**config.mk**
```make
export PLATFORM = sky130hd
export DESIGN_NAME = page_window_bridge
export DESIGN_NICKNAME = d
export VERILOG_FILES = /design/src/rtl/pwb_pkg.sv /design/src/rtl/pwb_decode.sv /design/src/rtl/pwb_ibus_master.sv /design/src/rtl/page_window_bridge.sv
export SDC_FILE = /design/constraint.sdc
export NUM_CORES = 1
export LEC_CHECK = 0
export ABC_CLOCK_PERIOD_IN_PS = 3050
export CAP_MARGIN = 30
export CORE_ASPECT_RATIO = 0.7
export CORE_MARGIN = 10
export CORE_UTILIZATION = 47
export CTS_CLUSTER_SIZE = 28
export DETAILED_ROUTE_END_ITERATION = 16
export PLACE_DENSITY = 0.84
export SLEW_MARGIN = 20
export SYNTH_ARGS = -nofsm -noshare
export SYNTH_HDL_FRONTEND = slang
export SYNTH_SLANG_ARGS = --single-unit
```
**constraint.sdc**
```tcl
create_clock -name clk -period 3.05 [get_ports clk]
set_clock_uncertainty 0.2 [all_clocks]
set_input_delay 0.305 -clock clk [delete_from_list [all_inputs] [get_ports clk]]
set_output_delay 0.305 -clock clk [all_outputs]
set_load 0.01 [all_outputs]
```
**src/rtl/pwb_pkg.sv**
```systemverilog
package pwb_pkg;
    localparam int PWB_HOST_AW   = 12;
    localparam int PWB_OFF_W     = 9;
    localparam int PWB_PAGE_W    = 23;
    localparam int PWB_DW        = 32;

    typedef enum logic [1:0] {
        ACC_NONE = 2'd0,
        ACC_PAGE = 2'd1,
        ACC_WIN  = 2'd2
    } acc_kind_e;
endpackage

```
**src/rtl/pwb_decode.sv**
```systemverilog
module pwb_decode
    import pwb_pkg::*;
#(
    parameter int               HOST_AW   = PWB_HOST_AW,
    parameter int               OFF_W     = PWB_OFF_W,
    parameter logic [HOST_AW-1:0] PAGE_ADDR = 12'h41C,
    parameter logic [HOST_AW-1:0] WIN_BASE  = 12'h800
) (
    input  logic [HOST_AW-1:0] addr,
    output acc_kind_e          kind
);
    localparam int TAG_W = HOST_AW - OFF_W;
    localparam logic [TAG_W-1:0] WIN_TAG = WIN_BASE[HOST_AW-1:OFF_W];

    always_comb begin
        if (addr[HOST_AW-1:OFF_W] == WIN_TAG)
            kind = ACC_WIN;
        else if (addr == PAGE_ADDR)
            kind = ACC_PAGE;
        else
            kind = ACC_NONE;
    end
endmodule

```
**src/rtl/pwb_ibus_master.sv**
```systemverilog
module pwb_ibus_master #(
    parameter int AW = 32,
    parameter int DW = 32
) (
    input  logic          clk,
    input  logic          rst_n,
    input  logic          start,
    input  logic          start_we,
    input  logic [AW-1:0] start_addr,
    input  logic [DW-1:0] start_wdata,
    output logic          ib_req,
    output logic          ib_we,
    output logic [AW-1:0] ib_addr,
    output logic [DW-1:0] ib_wdata,
    input  logic          ib_ack,
    input  logic [DW-1:0] ib_rdata,
    output logic          busy,
    output logic          done,
    output logic          done_we,
    output logic [DW-1:0] done_rdata
);
    typedef struct packed {
        logic          req;
        logic          we;
        logic [AW-1:0] addr;
        logic [DW-1:0] wdata;
    } ib_st_t;

    ib_st_t st_d, st_q;

    always_comb begin
        st_d = st_q;
        if (!st_q.req) begin
            if (start) begin
                st_d.req   = 1'b1;
                st_d.we    = start_we;
                st_d.addr  = start_addr;
                st_d.wdata = start_wdata;
            end
        end else if (ib_ack) begin
            st_d.req = 1'b0;
        end
    end

    always_ff @(posedge clk or negedge rst_n) begin
        if (!rst_n) st_q <= '0;
        else        st_q <= st_d;
    end

    assign ib_req     = st_q.req;
    assign ib_we      = st_q.we;
    assign ib_addr    = st_q.addr;
    assign ib_wdata   = st_q.wdata;
    assign busy       = st_q.req;
    assign done       = st_q.req & ib_ack;
    assign done_we    = st_q.we;
    assign done_rdata = ib_rdata;


    req_hold_chk: assert property (@(posedge clk) disable iff (!rst_n)
        (ib_req && !ib_ack) |=> (ib_req && $stable(ib_addr) && $stable(ib_we) && $stable(ib_wdata)));


    req_drop_chk: assert property (@(posedge clk) disable iff (!rst_n)
        (ib_req && ib_ack) |=> !ib_req);
endmodule

```
**src/rtl/page_window_bridge.sv**
```systemverilog
module page_window_bridge
    import pwb_pkg::*;
#(
    parameter int HOST_AW = PWB_HOST_AW,
    parameter int OFF_W   = PWB_OFF_W,
    parameter int PAGE_W  = PWB_PAGE_W,
    parameter int DW      = PWB_DW
) (
    input  logic                    clk,
    input  logic                    rst_n,
    input  logic                    host_req,
    input  logic                    host_we,
    input  logic [HOST_AW-1:0]      host_addr,
    input  logic [DW-1:0]           host_wdata,
    output logic                    host_rvalid,
    output logic                    host_wdone,
    output logic [DW-1:0]           host_rdata,
    output logic                    ib_req,
    output logic                    ib_we,
    output logic [PAGE_W+OFF_W-1:0] ib_addr,
    output logic [DW-1:0]           ib_wdata,
    input  logic                    ib_ack,
    input  logic [DW-1:0]           ib_rdata
);
    localparam int IB_AW = PAGE_W + OFF_W;

    typedef struct packed {
        logic [PAGE_W-1:0] page;
        logic              rvalid;
        logic              wdone;
        logic [DW-1:0]     rdata;
    } top_st_t;

    top_st_t   st_d, st_q;
    acc_kind_e kind;
    logic      busy, ib_done, ib_done_we, win_start;
    logic [DW-1:0] ib_done_rdata;

    pwb_decode #(.HOST_AW(HOST_AW), .OFF_W(OFF_W)) u_dec (
        .addr (host_addr),
        .kind (kind)
    );

    assign win_start = host_req && !busy && (kind == ACC_WIN);

    pwb_ibus_master #(.AW(IB_AW), .DW(DW)) u_ib (
        .clk         (clk),
        .rst_n       (rst_n),
        .start       (win_start),
        .start_we    (host_we),
        .start_addr  ({st_q.page, host_addr[OFF_W-1:0]}),
        .start_wdata (host_wdata),
        .ib_req      (ib_req),
        .ib_we       (ib_we),
        .ib_addr     (ib_addr),
        .ib_wdata    (ib_wdata),
        .ib_ack      (ib_ack),
        .ib_rdata    (ib_rdata),
        .busy        (busy),
        .done        (ib_done),
        .done_we     (ib_done_we),
        .done_rdata  (ib_done_rdata)
    );

    always_comb begin
        st_d        = st_q;
        st_d.rvalid = 1'b0;
        st_d.wdone  = 1'b0;
        st_d.rdata  = '0;
        if (ib_done) begin
            if (ib_done_we) begin
                st_d.wdone = 1'b1;
            end else begin
                st_d.rvalid = 1'b1;
                st_d.rdata  = ib_done_rdata;
            end
        end else if (host_req && !busy) begin
            unique case (kind)
                ACC_PAGE: begin
                    if (host_we) begin
                        st_d.page  = host_wdata[PAGE_W-1:0];
                        st_d.wdone = 1'b1;
                    end else begin
                        st_d.rvalid = 1'b1;
                        st_d.rdata  = {{(DW-PAGE_W){1'b0}}, st_q.page};
                    end
                end
                ACC_NONE: begin
                    st_d.wdone  = host_we;
                    st_d.rvalid = !host_we;
                end
                default: ;
            endcase
        end
    end

    always_ff @(posedge clk or negedge rst_n) begin
        if (!rst_n) st_q <= '0;
        else        st_q <= st_d;
    end

    assign host_rvalid = st_q.rvalid;
    assign host_wdone  = st_q.wdone;
    assign host_rdata  = st_q.rdata;


    resp_excl_chk: assert property (@(posedge clk) disable iff (!rst_n)
        $onehot0({host_rvalid, host_wdone}));


    fwd_origin_chk: assert property (@(posedge clk) disable iff (!rst_n)
        $rose(ib_req) |-> $past(host_req && kind == ACC_WIN));


    ack_resp_chk: assert property (@(posedge clk) disable iff (!rst_n)
        (ib_req && ib_ack) |=> (host_rvalid || host_wdone));


    busy_ignore_chk: assert property (@(posedge clk) disable iff (!rst_n)
        (ib_req && !ib_ack && host_req) |=> !(host_rvalid || host_wdone));
endmodule

```
==> results.sh <==
export IMPL_synth_area_leaders="dfrtp_1 (64%), mux2_2 (20%), buf_4 (5.3%), a22o_2 (4.2%), and2_1 (1.2%)"
export IMPL_synth_top_cell_by_area="dfrtp_1"
export IMPL_core_sq_um=9830
export IMPL_path_buf_inv=2
export IMPL_layout_drive_gt1_share_pct=31.7
export IMPL_yosysSeqAreaShare_pct=64.2
export IMPL_setup_slack_ns=0.919
export IMPL_root_buffer="clkbuf_16"
export IMPL_hold_viol_final=0
export IMPL_grt_usage_pct=17.4
export IMPL_syn_area_sq_um=4790
export IMPL_dp_worst_setup_slack_ns=0.495
export IMPL_antenna_left=0
export IMPL_cts_buffers=17
export IMPL_cap_violations=0
export IMPL_ys_types=23
export IMPL_cts_sinks=123
export IMPL_io_pins=181
export IMPL_ys_warn_count=0
export IMPL_status="finished clean"
export IMPL_slew_headroom_pct=67.6
export IMPL_via_per_inst=4.99
export IMPL_hp_class="in -> async"
export IMPL_synth_top_area_share_pct=64.2
export IMPL_wl_per_cell_um=20.8
export IMPL_drt_initial_drc_count=113
export IMPL_post_cts_buffers=0
export IMPL_startpoint_type="primary input"
export IMPL_routed_wl_mm=12.6
export IMPL_drc=0
export IMPL_timing_fmax_mhz=469
export IMPL_antenna_found_initial=0
export IMPL_leakagePower_nw=3.29
export IMPL_setup_tns_ns=0
export IMPL_cp_max_fo=23
export IMPL_syn_to_final_growth_pct=50.4
export IMPL_nNetsFinal=548
export IMPL_grt_setup_unrepaired="no"
export IMPL_antennaDiodeCount=0
export IMPL_grt_pass1_vias=3526
export IMPL_place_hpwl_mm=9.17
export IMPL_crit_type="in -> reg"
export IMPL_ir_worst_vdd_uv=431
export IMPL_finalCriticalPeriod_ns=2.13
export IMPL_ys_seq_elements=123
export IMPL_postSynthCellCount=305
export IMPL_grt_max_degree=57
export IMPL_cts_max_path_buffers=2
export IMPL_clk_pin_slew_ns=0.05
export IMPL_crit_required_ns=3.13
export IMPL_worst_pin_slew_ns=0.485
export IMPL_drv_slew=0
export IMPL_dieWidth_um=141
export IMPL_synth_nets=386
export IMPL_arrival_ns=2.21
export IMPL_io_buffers=180
export IMPL_cpLargestDelayFamily="buffers and inverters"
export IMPL_cts_max_level=4
export IMPL_first_pass_iters=4
export IMPL_crit_path_end_kind="flop"
export IMPL_die_area_sq_um=14700
export IMPL_fin_crit_sh_pct=69.9
export IMPL_num_rows=30
export IMPL_crit_path_max_incr_delay_ns=0.43
export IMPL_routed_via_count=3033
export IMPL_path_cells="clkdlybuf4s50_1 -> nor4b_1 -> nand2_1 -> nor3_4 -> buf_4 -> mux2_2"
export IMPL_cts_tree="built"
export IMPL_grt_ovfl_total=0
export IMPL_start_util_pct=48.7
export IMPL_crit_slowest_cell="clkdlybuf4s50_1"
export IMPL_dpl_cell_count=575
export IMPL_grt_pass1_wl_mm=19.9
export IMPL_clock_latency_ns=0.40
export IMPL_avgSynthCellArea_sq_um=15.7
export IMPL_setup_viol=0
export IMPL_cts_resized_gates=0
export IMPL_final_cells=608
export IMPL_die_y_um=104
export IMPL_cts_hold_fix_buffers=1
export IMPL_routabilityCongestion=0.858
export IMPL_powerDensity_nw_per_um2=664
## metrics by stage
step                hold WS [ns]  power [mW]  area (sq um)  utilization [%]
CTS                        0.174        4.84          7210             73.3
floorplan                 -0.191        2.11          4790                -
detailed placement        0.0508        2.61          6540             66.5
finish                     0.175        4.78          7210             73.3
global route               0.184        4.98          7210             73.3
global placement          0.0461        2.59          6540             66.5
## power by group
part / switching [mW] / internal (mW) / total [mW]
registers: 0.0768 / 1.78 / 1.86
logic: 0.261 / 0.456 / 0.716
clock network: 0.692 / 1.52 / 2.21
total: 1.03 / 3.75 / 4.78
## cells in the mapped netlist (all sizes together)
| cell type | n |
|---|---|
| buf | 41 |
| nor3 | 2 |
| nor4 | 1 |
| or4b | 1 |
| a22o | 23 |
| nor4b | 1 |
| a21oi | 1 |
| nor2 | 1 |
| and2 | 9 |
| nand4b | 2 |
| nand3 | 1 |
| mux2 | 88 |
| dfrtp | 123 |
| o21ai | 2 |
| inv | 1 |
| nand2 | 2 |
| clkbuf | 5 |
| nor3b | 1 |
## worst paths after layout
kind / slack [ns] / depth (start not counted) / startpoint / end
setup / recovery: 0.92 / 6 / host_addr[7] / st_q[49]
hold / removal: 0.18 / 2 / rst_n / u_ib.ib_addr[4]
setup reg to reg: 0.99 / 5 / u_ib.busy / st_q[49]
hold reg to reg: 0.30 / 1 / u_ib.ib_addr[14] / u_ib.ib_addr[14]
max in group asynchronous: 1.64 / 3 / rst_n / host_rdata[13]
min in group clk: 0.27 / 2 / ib_rdata[25] / host_rdata[25]
## per-layer routing
layer,global-route usage (%),vias up,part of all wire [%]
li1,-,1372,-
met1,19.1,1524,40
met2,28.3,124,50
met3,8.80,13,9.6
met4,5.88,0,1.3
met5,0,-,0
## cells in the final DEF (no fill, tap or decap), drive strengths merged
cell type / instances
dfrtp: 123
nand3: 1
dlygate4sd3: 1
inv: 1
mux2: 88
nor2: 1
clkbuf: 22
nand4b: 2
buf: 9
a22o: 23
bufinv: 5
nor3: 2
clkdlybuf4s50: 179
nand2: 2
nor3b: 1
clkinv: 3
and2: 9
nor4: 1
a21oi: 1
nor4b: 1
clkinvlp: 2
o21ai: 2
or4b: 1
## sequential cells by signal, summed over array words and instances (netlist names)
| name | count |
|---|---|
| host_rdata | 32 |
| u_ib.ib_addr | 32 |
| u_ib.ib_wdata | 32 |
| st_q | 23 |
| host_rvalid | 1 |
| host_wdone | 1 |
| u_ib.busy | 1 |
| u_ib.done_we | 1 |
## kinds of logic after synthesis
logic type,Yosys count,synth area share (%)
flip-flops,123,64.2
multiplexers,88,20.7
buffers and inverters,47,6.79
AO/OA/AOI/OAI,26,5.04
AND/OR/NAND/NOR,21,3.29
## final cells by class
cell class              count  area (sq um)
clock inverters            10           188
flip-flops and latches    123          3080
repair buffers            189          1890
multi-input cells         135          1410
clock buffers              22           474
well taps                 128           160
inverters                   1          3.75
fillers                   633          2630
(Power assumes the default switching activity.)
